$ cat src/rtl/tmr_pkg.sv
package tmr_pkg;

    localparam int SEL_W = 3;
    localparam int REG_W = 19;

    typedef enum logic [1:0] {
        ACT_NONE = 2'd0,
        ACT_SET  = 2'd1,
        ACT_CLR  = 2'd2,
        ACT_TOG  = 2'd3
    } act_t;

    // one byte of actions per output, lowest field first: duty, period, ext, sw
    typedef struct packed {
        act_t on_sw;
        act_t on_ext;
        act_t on_per;
        act_t on_duty;
    } out_cfg_t;

    typedef struct packed {
        out_cfg_t          b;
        out_cfg_t          a;
        logic [SEL_W-1:0]  src;
    } mode_t;

    localparam logic [2:0] ADR_MODE = 3'd0;
    localparam logic [2:0] ADR_CMD  = 3'd1;
    localparam logic [2:0] ADR_DA   = 3'd2;
    localparam logic [2:0] ADR_DB   = 3'd3;
    localparam logic [2:0] ADR_PER  = 3'd4;
    localparam logic [2:0] ADR_CNT  = 3'd5;

endpackage

$ cat src/rtl/tmr_src_sel.sv
module tmr_src_sel #(
    parameter int NUM_SRC = 5
) (
    input  logic [NUM_SRC-1:0]       tick_src,
    input  logic [tmr_pkg::SEL_W-1:0] sel,
    output logic                      tick
);
    always_comb begin
        tick = 1'b0;
        for (int i = 0; i < NUM_SRC; i++) begin
            if (sel == tmr_pkg::SEL_W'(i)) tick = tick_src[i];
        end
    end
endmodule

$ cat src/rtl/tmr_counter.sv
module tmr_counter #(
    parameter int CNT_W = 16
) (
    input  logic             clk,
    input  logic             rst_n,
    input  logic             tick_en,
    input  logic             sw_trig,
    input  logic [CNT_W-1:0] period,
    output logic [CNT_W-1:0] cnt,
    output logic             per_hit
);
    logic [CNT_W-1:0] cnt_d, cnt_q;

    always_comb begin
        per_hit = tick_en && (cnt_q == period);
        cnt_d   = cnt_q;
        if (sw_trig)      cnt_d = '0;
        else if (per_hit) cnt_d = '0;
        else if (tick_en) cnt_d = cnt_q + CNT_W'(1);
    end

    always_ff @(posedge clk) begin
        if (!rst_n) cnt_q <= '0;
        else        cnt_q <= cnt_d;
    end

    assign cnt = cnt_q;

    a_r2_wrap_to_zero: assert property (@(posedge clk) disable iff (!rst_n)
        (tick_en && cnt_q == period) |=> (cnt_q == '0));
    a_r4_hold_when_idle: assert property (@(posedge clk) disable iff (!rst_n)
        (!tick_en && !sw_trig) |=> $stable(cnt_q));
    a_r5_trigger_zeroes: assert property (@(posedge clk) disable iff (!rst_n)
        sw_trig |=> (cnt_q == '0));
endmodule

$ cat src/rtl/tmr_out_act.sv
module tmr_out_act #(
    parameter int CNT_W = 16
) (
    input  logic              clk,
    input  logic              rst_n,
    input  tmr_pkg::out_cfg_t cfg,
    input  logic              sw_trig,
    input  logic              ext_evt,
    input  logic              per_hit,
    input  logic              tick_en,
    input  logic [CNT_W-1:0]  cnt,
    input  logic [CNT_W-1:0]  duty,
    output logic              wave
);
    import tmr_pkg::*;

    logic out_d, out_q;
    logic duty_hit;
    act_t act;

    always_comb begin
        duty_hit = tick_en && (cnt == duty);
        if (sw_trig)       act = cfg.on_sw;
        else if (ext_evt)  act = cfg.on_ext;
        else if (per_hit)  act = cfg.on_per;
        else if (duty_hit) act = cfg.on_duty;
        else               act = ACT_NONE;
        unique case (act)
            ACT_SET: out_d = 1'b1;
            ACT_CLR: out_d = 1'b0;
            ACT_TOG: out_d = !out_q;
            default: out_d = out_q;
        endcase
    end

    always_ff @(posedge clk) begin
        if (!rst_n) out_q <= 1'b0;
        else        out_q <= out_d;
    end

    assign wave = out_q;

    a_r9_trigger_first: assert property (@(posedge clk) disable iff (!rst_n)
        (sw_trig && cfg.on_sw == ACT_SET) |=> out_q);
    a_r9_ext_over_matches: assert property (@(posedge clk) disable iff (!rst_n)
        (!sw_trig && ext_evt && cfg.on_ext == ACT_CLR) |=> !out_q);
    a_r10_quiet_holds: assert property (@(posedge clk) disable iff (!rst_n)
        (!sw_trig && !ext_evt && !tick_en) |=> $stable(out_q));
endmodule

$ cat src/rtl/tmr_wavegen.sv
module tmr_wavegen #(
    parameter int CNT_W   = 16,
    parameter int NUM_SRC = 5
) (
    input  logic                      clk,
    input  logic                      rst_n,
    input  logic [NUM_SRC-1:0]        tick_src,
    input  logic                      ext_evt,
    input  logic                      wr_en,
    input  logic [2:0]                wr_addr,
    input  logic [tmr_pkg::REG_W-1:0] wr_data,
    input  logic [2:0]                rd_addr,
    output logic [tmr_pkg::REG_W-1:0] rd_data,
    output logic                      out_a,
    output logic                      out_b
);
    import tmr_pkg::*;

    localparam int MODE_W = $bits(mode_t);
    localparam int PAD_W  = REG_W - CNT_W;

    typedef struct packed {
        mode_t            mode;
        logic [CNT_W-1:0] duty_a;
        logic [CNT_W-1:0] duty_b;
        logic [CNT_W-1:0] period;
        logic             run;
    } state_t;

    state_t st_d, st_q;
    logic cmd_wr, go, halt, sw_trig;
    logic tick, tick_en, per_hit;
    logic [CNT_W-1:0] cnt;
    logic [1:0] wave;

    always_comb begin
        st_d    = st_q;
        cmd_wr  = wr_en && (wr_addr == ADR_CMD);
        go      = cmd_wr && wr_data[0];
        halt    = cmd_wr && wr_data[1];
        sw_trig = cmd_wr && wr_data[2];
        if (wr_en) begin
            case (wr_addr)
                ADR_MODE: st_d.mode   = mode_t'(wr_data[MODE_W-1:0]);
                ADR_DA:   st_d.duty_a = wr_data[CNT_W-1:0];
                ADR_DB:   st_d.duty_b = wr_data[CNT_W-1:0];
                ADR_PER:  st_d.period = wr_data[CNT_W-1:0];
                default:  ;
            endcase
        end
        if (go)   st_d.run = 1'b1;
        if (halt) st_d.run = 1'b0;
    end

    always_ff @(posedge clk) begin
        if (!rst_n) st_q <= '0;
        else        st_q <= st_d;
    end

    always_comb begin
        case (rd_addr)
            ADR_MODE: rd_data = st_q.mode;
            ADR_DA:   rd_data = {{PAD_W{1'b0}}, st_q.duty_a};
            ADR_DB:   rd_data = {{PAD_W{1'b0}}, st_q.duty_b};
            ADR_PER:  rd_data = {{PAD_W{1'b0}}, st_q.period};
            ADR_CNT:  rd_data = {{PAD_W{1'b0}}, cnt};
            default:  rd_data = '0;
        endcase
    end

    tmr_src_sel #(.NUM_SRC(NUM_SRC)) i_sel (
        .tick_src(tick_src), .sel(st_q.mode.src), .tick(tick)
    );

    assign tick_en = st_q.run && tick;

    tmr_counter #(.CNT_W(CNT_W)) i_cnt (
        .clk(clk), .rst_n(rst_n), .tick_en(tick_en), .sw_trig(sw_trig),
        .period(st_q.period), .cnt(cnt), .per_hit(per_hit)
    );

    for (genvar g = 0; g < 2; g++) begin : g_out
        tmr_out_act #(.CNT_W(CNT_W)) i_act (
            .clk(clk), .rst_n(rst_n),
            .cfg((g == 0) ? st_q.mode.a : st_q.mode.b),
            .sw_trig(sw_trig), .ext_evt(ext_evt), .per_hit(per_hit),
            .tick_en(tick_en), .cnt(cnt),
            .duty((g == 0) ? st_q.duty_a : st_q.duty_b),
            .wave(wave[g])
        );
    end

    assign out_a = wave[0];
    assign out_b = wave[1];

    a_r4_stop_wins: assert property (@(posedge clk) disable iff (!rst_n)
        halt |=> !st_q.run);
    a_r4_stopped_no_count: assert property (@(posedge clk) disable iff (!rst_n)
        (!st_q.run && !sw_trig) |=> $stable(cnt));
endmodule

$ cat config.mk
export PLATFORM = sky130hd
export DESIGN_NAME = tmr_wavegen
export DESIGN_NICKNAME = d
export VERILOG_FILES = /design/src/rtl/tmr_pkg.sv /design/src/rtl/tmr_src_sel.sv /design/src/rtl/tmr_counter.sv /design/src/rtl/tmr_out_act.sv /design/src/rtl/tmr_wavegen.sv
export SDC_FILE = /design/constraint.sdc
export NUM_CORES = 1
export LEC_CHECK = 0
export BUFFER_PORTS_ARGS = -buffer_cell sky130_fd_sc_hd__buf_2
export CAP_MARGIN = 40
export CORE_MARGIN = 3
export CORE_UTILIZATION = 35
export CTS_CLUSTER_SIZE = 20
export DETAILED_ROUTE_END_ITERATION = 10
export PLACE_DENSITY_LB_ADDON = 0.12
export SYNTH_ARGS = -nofsm -noshare
export SYNTH_HDL_FRONTEND = slang
export SYNTH_HIERARCHICAL = 1
export SYNTH_SLANG_ARGS = --single-unit
$ cat constraint.sdc
create_clock -name clk -period 2.9 [get_ports clk]
set_input_delay 0.29 -clock clk [delete_from_list [all_inputs] [get_ports clk]]
set_output_delay 0.29 -clock clk [all_outputs]
set_load 0.1 [all_outputs]
; Word-level counts from Yosys, hierarchy flattened
; Cells that the tools add are included.
[op_classes]
add_sub_neg = 1
eq_ne = 21
n_mux = 16
bitwise = 1
reduce_logical = 21
[ops]
columns = cell, count
row1 = $pmux 19 s5, 1
row2 = $eq 16x16->1, 3
row3 = $eq 3x2->1 const B, 6
row4 = $add 16x1->16 const B, 1
row5 = $mux 2, 8
row6 = $eq 3x3->1 const B, 4
row7 = $logic_not 3->1, 3
row8 = $eq 2x2->1 const B, 4
row9 = $logic_and 1x1->1, 8
row10 = $reduce_and 2->1, 4
row11 = $eq 3x1->1 const B, 2
row12 = $pmux 1 s3, 2
row13 = $reduce_bool 3->1, 2
row14 = $mux 1, 5
row15 = $eq 2x1->1 const B, 2
row16 = $reduce_or 3->1, 1
row17 = $logic_not 1->1, 2
row18 = $reduce_or 2->1, 1
row19 = $not 1->1, 1
[word_totals]
register_bits = 86
input_bits = 34
output_inout_bits = 21
word_cells = 76

; Depth between registers and ports, before layout
; Gate-level depths: netlist (run 1).
[logic_depth]
ltp_word = 14
ltp_mapped = 12

; By module
; The synthesis (run 1) kept the hierarchy.
[modules_own_cells]
columns = module, n_inst, cells_each, area_each_um2, seq_area_each_um2
row1 = tmr_wavegen, 1, 373, 3045.4, 1361.3
row2 = tmr_counter, 1, 98, 882.1, 320.3
row3 = tmr_out_act, 2, 41, 309.0, 20.0
row4 = tmr_src_sel, 1, 6, 53.8, 0.0

; Least setup slack after synthesis (run 1)
; No wires, ideal clock.
[synth_timing]
path_kind = reg2reg
startpoint = register st_q[50] (netlist bit)
endpoint = register g_out[0].i_act.out_q
setup_ns = 0.074
arrival_ns = 2.438
required_ns = 2.826
setup_slack_ns = 0.387
path_stages_with_launch = 13
path_buffers = 1
synth_period_minus_slack_ns = 2.513
cell_sequence = dfxtp_1 > mux2_4 > nand3b_2 > o311ai_1 > and2_1 > clkbuf_1 > nand2_1 > nor4_1 > nor2b_1 > nor4b_1 > nand2_1 > o2111ai_1 > nor3_2
[synth_lines]
columns = item, line_no
row1 = start: declaration, tmr_wavegen.sv:30  ; state_t st_d, st_q;
row2 = start signal: assignment, tmr_wavegen.sv:57  ; else st_q <= st_d;
row3 = $logic_not 3->1, tmr_src_sel.sv:11  ; if (sel == tmr_pkg::SEL_W'(i)) tick = tick_src[i];
row4 = $mux 1 (4 in a row), tmr_src_sel.sv:11
row5 = $mux 1 *, tmr_src_sel.sv:11
row6 = via tick, tmr_wavegen.sv:32  ; logic tick, tick_en, per_hit;
row7 = $logic_and 1x1->1 *, tmr_wavegen.sv:75  ; assign tick_en = st_q.run && tick;
row8 = via tick_en, tmr_wavegen.sv:32
row9 = $logic_and 1x1->1 *, tmr_counter.sv:15  ; per_hit = tick_en && (cnt_q == period);
row10 = via per_hit, tmr_wavegen.sv:32
row11 = $mux 2 *, tmr_out_act.sv:25  ; else if (per_hit) act = cfg.on_per;
row12 = $mux 2 *, tmr_out_act.sv:24  ; else if (ext_evt) act = cfg.on_ext;
row13 = $mux 2 *, tmr_out_act.sv:23  ; if (sw_trig) act = cfg.on_sw;
row14 = $eq 2x2->1 or $eq 2x1->1 (tied branches), tmr_out_act.sv:28  ; unique case (act)
row15 = $pmux 1 s3 or $reduce_bool 3->1 (tied branches), --
row16 = end signal: assignment, tmr_out_act.sv:38  ; else out_q <= out_d;
row17 = end: declaration, tmr_out_act.sv:17  ; logic out_d, out_q;
; Mark *: on every way through the listed nets, which the timed path passes. The rest lies on a longest branch.
; A chain may end at the register's enable or synchronous reset.

; Worst setup path in the final report (run 1)
; Same ends and word-level chain as after synthesis.

==> results of run 1 <==
placed cells by master, fill, tap and decap left out, drive strengths merged, types with 14 or more instances in the layout:
| cell type | synthesis | routed |
|---|---|---|
| nand2 | 154 | 154 |
| dfxtp | 86 | 86 |
| buf | 18 | 76 |
| a21oi | 68 | 68 |
| xnor2 | 40 | 40 |
| xor2 | 23 | 23 |
| nor2 | 19 | 19 |
| mux2i | 18 | 18 |
| o2bb2ai | 15 | 15 |
| a221o | 15 | 15 |
| nand4 | 14 | 14 |
| clkbuf | 16 | 14 |
metrics by stage:
| stage | cells | setup slack, ps | util (%) | instance area, sq um |
|---|---|---|---|---|
| 3_5_place_dp | 772 | 379 | 39.8 | 5060 |
| 3_3_place_gp | 771 | 391 | 39.7 | 5060 |
| 2_1_floorplan | 559 | 387 | - | 4600 |
| 4_1_cts | 787 | 381 | 41.9 | 5330 |
| 6_report | 788 | 396 | 42.0 | 5340 |
| 5_1_grt | 788 | 246 | 42.0 | 5340 |
path summary, 6_finish.rpt:
| kind | end | slack, ps | cells past startpoint | start |
|---|---|---|---|---|
| worst max-delay path | g_out[0].i_act/wave$_SDFFE_PN0P_ | 400 | 11 | st_q[50]$_SDFFE_PN0P_ |
| worst min-delay path | st_q[67]$_SDFFE_PN0P_ | 190 | 3 | wr_data[18] |
| worst max register to register | g_out[0].i_act/wave$_SDFFE_PN0P_ | 400 | 11 | st_q[50]$_SDFFE_PN0P_ |
| worst min register to register | st_q[66]$_SDFFE_PN0P_ | 480 | 2 | st_q[66]$_SDFFE_PN0P_ |
critical path: cells and delay by family, from the launching register on:
kind                   cells  cell delay, ps
muxes                      1             330
DFF                        1             430
and+or+nand+nor            8            1360
AOI/OAI and AO/OA          1             100
buffers and inverters      1             170
metal layers:
| metal | vias to the layer above | wire [microns] | track usage [%] |
|---|---|---|---|
| met5 | - | 0 | 0 |
| met2 | 128 | 6820 | 34.0 |
| met4 | 0 | 261 | 6.30 |
| met3 | 17 | 853 | 4.58 |
| li1 | 2051 | - | - |
| met1 | 1968 | 6430 | 26.1 |
power by group:
group	total, uW	switching [uW]	internal, uW
registers	1230	24.3	1200
logic	265	181	84.2
clock network	1070	447	622
area by class of cell:
type | count | share of cell area [%]
multi-input combinational | 436 | 50.3
sequential | 86 | 32.2
timing repair buffer | 76 | 8.22
clock buffer | 14 | 4.94
tap | 172 | 4.03
inverter | 3 | 0.211
clock inverter | 1 | 0.0937
sequential cells by signal, summed over array words and instances, names as in the netlist:
register and flops:
st_q 68, i_cnt/cnt 16, g_out.i_act/wave 2
cells by family (layout without fill, tap and decap cells):
group                    after synthesis  count (layout)  synth area share [%]
adder cells (fa/ha/maj)                1               1                 0.272
flip-flops                            86              86                  37.4
multiplexers                          19              19                  4.24
XOR/XNOR                              63              63                  12.0
AO/OA/AOI/OAI                        114             114                  16.3
buffers and inverters                 37              94                  4.41
AND/OR/NAND/NOR                      239             239                  25.3
==> results.md, run 1 <==
- Rows: 41
- Status: completed
- Total grt overflow: 0
- FILL cells: 1372
- Mapped Cells: 559
- Setup crit end kind: register
- Worst path slowest cell: dfxtp_1
- Routed WL: 14400 microns
- Cts hold-fix bufs: 0
- CP peak stage delay: about 430 ps
- # Max-Cap Violations: 0
- Via density: around 5.3
- Worst Setup Path Type: register to register
- Hpwl dp: about 11000 microns
- Multi-input logic area: 0.00269 sq mm
- H-tree levels: 3
- Hold WC Path Type: input port to register
- F_max: around 400 MHz
- TritonCTS clock tree: done
- Cell area after synthesis: around 0.0046 sq mm
- Slew of the pin with the lowest slew margin: 821 ps
- Relative slew margins: 45.2%
- Initial antenna violation count: 0
- Leakage: 0.00197 uW
- Seq/Total Area, Yosys: 37.4%
- Port bufs: 54
- Post-CTS sizing: 0
- P&R area growth vs syn: 16.2%
- Final hold slack: around 190 ps
- Crit-path cells: mux2_4 -> nand3b_2 -> o311ai_1 -> and2_1 -> nand2_1 -> nor4_1 -> buf_4 -> nor2b_1 -> nor4b_1 -> and4_2 -> nor3_2
- Area leader, netlist: dfxtp_1
- Clock sinks: 86
- Final Cycle Share: 86.4%
- Worst-path clk slew: 60 ps
- Worst vdd ir: 0.225 mV
- Largest net degree at the start of global routing: 44
- Clock Tree Buf Depth: 2
- Final net count: roughly 650
- Skew-Pair Late Insertion Delay: around 340 ps
- Worst-path maximum fanout: 8
- DR iter-0 viols: 255
- Slew Limit Fails: 0
- Postcts setup bufs: 0
- Register bit total from synthesis: 86
- Cell Pwr Density: roughly 480 mW/mm^2
- RSZ-0062 raised after global routing: no
- Post-synth top area share: 37.4%
- Gp weighted congestion: 0.871
- Vias in the first global route: roughly 4100
- Commonest cells in the netlist: nand2_1, dfxtp_1, a21oi_1
- Number of diodes: 0
- Most frequent cell after synthesis: nand2_1
- Design Power: 2560 uW
- Ranking of synthesized cells by area: dfxtp_1, nand2_1, xnor2_1
- Syn Area/Cell: 8.23 sq um
- Setup TNS: 0 ps
- Final Critical Period: between 2000 and 3000 ps
- CTS buffer count: 9
- Synth cell types: 53
- Critical path arrival: 2730 ps
- Drt first pass iters: 4
- Routed length per instance: between 15 and 20 microns
- Register area: 0.00172 sq mm
- CTS root buf: clkbuf_16
- EDFF count, synth: 0
- Synth async-reset ratio: 0%
- Syn Nets: 594
- Startpoint types: register
- Ys flop type: dfxtp_1
- Layout Skew: 7.94 ps
- Gr usage total: 20.3%
- Die width: 121 microns
- Core area: around 0.013 sq mm
- Area of the die: roughly 0.015 sq mm
- DRC: 0
- Vias: 4164
- Synth warn: 6
- Setup Viol. Count Final: 0
- Global-route wire length before repair: ~23000 microns
- Post-route ant nets: 0
- Req. time, crit path: 3130 ps
- Top-level port count: 55
- Final Hold Vio Count: 0
- Die Span Y: 121 microns
- Initial Util: 36.2%
- Share of layout cells above drive strength 1: 17.2%
Note: power is estimated with default switching activity, not from simulation.
==> run 2, diff against run 1 <==
--- a/config.mk
+++ b/config.mk
@@ -7,7 +7,6 @@
 export LEC_CHECK = 0
 export BUFFER_PORTS_ARGS = -buffer_cell sky130_fd_sc_hd__buf_2
 export CAP_MARGIN = 40
-export CORE_MARGIN = 3
 export CORE_UTILIZATION = 35
 export CTS_CLUSTER_SIZE = 20
 export DETAILED_ROUTE_END_ITERATION = 10
==> run 2 against run 1 <==
- first-iteration DRC count up 13%
- wire length up 0.17%
- critical path depth unchanged
- sequential cell count unchanged
- largest cell class unchanged
- via count about the same
- critical endpoint is now g_out[1].i_act/wave$_SDFFE_PN0P_
- cell count up 0.25%
==> results.md, run 2 (synthesis gave the netlist of run 1 again) <==
- Hold path startpoint: wr_data[16]
- Worst-path maximum fanout: 8 (unchanged)
- Startpoint types: register
- Initial Util: 36.2% (unchanged)
- Gr usage total: 22.7% (+2.4 points)
- Largest net degree at the start of global routing: 36 (-18%)
- Gp weighted congestion: 0.830 (-4.7%)
- Top-level port count: 55 (unchanged)
- Die width: 117 microns (-3.3%)
- Post-CTS sizing: 0 (unchanged)
- Reg2reg start: st_q[50]$_SDFFE_PN0P_
- Skew-Pair Late Insertion Delay: 350 ps (about the same)
- Core area: 0.0127 sq mm (unchanged)
- Status: completed
- DR iter-0 viols: 289 (+13%)
- Final Cycle Share: 85.6% (-0.76 points)
- Design Power: 2530 uW (-1.3%)
- Routed length per instance: 18.2 microns (about the same)
- Reg2Reg Setup Slack: 420 ps (+20 ps)
- Hold EP: st_q[65]$_SDFFE_PN0P_
- Routed WL: 14400 microns (+0.17%)
- Number of diodes: 0 (unchanged)
- RSZ-0062 raised after global routing: no
- DP Worst Slack: 375 ps (-3.38 ps)
- Slew of the pin with the lowest slew margin: 761 ps (-60.1 ps)
- # Max-Cap Violations: 0 (unchanged)
- Final Critical Period: 2480 ps (-22.0 ps)
- Post-placement cell area: 0.00509 sq mm (+0.44%)
- Share of layout cells above drive strength 1: 17.3% (+0.11 points)
- Clock Tree Buf Depth: 2 (unchanged)
- P&R area growth vs syn: 16.0%
- Max reg flops: 68 (unchanged)
- Relative slew margins: 49.3% (+4.1 points)
- Register name with the most flops: st_q
- Clock sinks: 86 (unchanged)
- Req. time, crit path: 3140 ps (about the same)
- DRC: 0 (unchanged)
- Total grt overflow: 0 (unchanged)
- CTS buffer count: 9 (unchanged)
- CP peak stage delay: 430 ps (about the same)
- Final Hold Vio Count: 0 (unchanged)
- Cts hold-fix bufs: 0 (unchanged)
- Worst vdd ir: 0.240 mV (+7.0%)
- Length in cells of the worst reg-to-reg path: 11 (unchanged)
- Leakage: 0.00197 uW (about the same)
- Die Span Y: 117 microns (-3.3%)
- Rows: 41 (unchanged)
- Worst-path clk slew: 60 ps (about the same)
- Slew Limit Fails: 0 (unchanged)
- Worst path slowest cell: dfxtp_1
- Hold WC Path Type: input port to register
- Worst r2r dst: g_out[1].i_act/wave$_SDFFE_PN0P_
- Area of the die: 0.0136 sq mm (-6.5%)
- H-tree levels: 3 (unchanged)
- Most common cell after layout, fill and taps aside: nand2_1
- Global-route wire length before repair: 22600 microns (-1.5%)
- CTS root buf: clkbuf_16
- Final setup margin: 418 ps (+22.0 ps)
- Commonest non-fill, non-tap cells in the layout: nand2_1, dfxtp_1, a21oi_1
- Post-route ant nets: 0 (unchanged)
- Vias in the first global route: 3994 (-2.8%)
- F_max: 403 MHz (+0.89%)
- Layout Skew: 7.94 ps (-0.00333 ps)
- Hpwl dp: 10600 microns (about the same)
- Postcts setup bufs: 0 (unchanged)
- Setup crit end kind: register
- Crit-path cells: mux2_4 -> nand3b_2 -> o311ai_1 -> and2_1 -> nand2_1 -> nor4_1 -> buf_4 -> nor2b_1 -> nor4b_1 -> and4_2 -> nor3_2
- Hold Path Stages: 3 (unchanged)
- Setup Viol. Count Final: 0 (unchanged)
- Worst Setup Path Type: register to register
- TritonCTS clock tree: done
- Setup TNS: 0 ps (unchanged)
- Vias: 4161 (-0.072%)
- Via density: 5.27 (-0.33%)
- Final net count: 649 (+0.31%)
- Design area: 0.00534 sq mm (-0.14%)
- Initial antenna violation count: 0 (unchanged)
- Port bufs: 54 (unchanged)
- Drt first pass iters: 4 (unchanged)
- Cell Pwr Density: 474 mW/mm^2 (-1.2%)
- Critical path arrival: 2720 ps (about the same)
run 2: cell count changes in the layout (fill, tap and decap cells not counted):
cell	previous run	this run
buf_6	1	0
clkbuf_8	2	0
clkinv_2	1	2
clkbuf_1	3	4
buf_4	21	24
run 2: worst max-delay path by stage:
stage / startpoint / endpoint / cells after the start
2_1_floorplan: st_q[50]$_SDFFE_PN0P_ / g_out[0].i_act/wave$_SDFFE_PN0P_ / 12
3_3_place_gp: st_q[50]$_SDFFE_PN0P_ / g_out[0].i_act/wave$_SDFFE_PN0P_ / 11
5_1_grt: st_q[50]$_SDFFE_PN0P_ / g_out[0].i_act/wave$_SDFFE_PN0P_ / 11
4_1_cts: st_q[50]$_SDFFE_PN0P_ / g_out[0].i_act/wave$_SDFFE_PN0P_ / 11
3_5_place_dp: st_q[50]$_SDFFE_PN0P_ / g_out[0].i_act/wave$_SDFFE_PN0P_ / 11
6_report: st_q[50]$_SDFFE_PN0P_ / g_out[1].i_act/wave$_SDFFE_PN0P_ / 11
run 2: where the power goes:
group / switching, uW / internal, uW
Combinational: 181 / 83.9
Sequential: 24.4 / 1200
Clock: 463 / 574
Total: 668 / 1860
run 2: critical path: cells and delay by family (launching register included):
kind,cells,cell delay (ps)
AO/OA/AOI/OAI,1,90
buffers and inverters,1,170
flip-flops,1,430
multiplexers,1,330
AND/OR/NAND/NOR,8,1340
run 2: metrics by stage:
stage          cells  util [%]  hold WS, ps
2_1_floorplan    559         -          387
3_3_place_gp     774      39.9          454
3_5_place_dp     775      40.0          460
4_1_cts          790      41.9          171
5_1_grt          790      41.9          181
6_report         790      41.9          179
run 2: metal layers:
layer  share of wire, %  vias up  track usage, %
met5                  0        -               0
met4                1.8        0            6.67
met3                4.4       16            5.19
met2                 48       94            37.8
met1                 46     2005            29.1
li1                   -     2046               -
run 2: cell type report:
class / instances / area, sq um
fill: 1365 / 7390
multi-input combinational: 436 / 2690
sequential: 86 / 1720
timing repair buffer: 78 / 450
clock buffer: 13 / 240
tap: 172 / 215
inverter: 3 / 11.3
clock inverter: 2 / 10.0
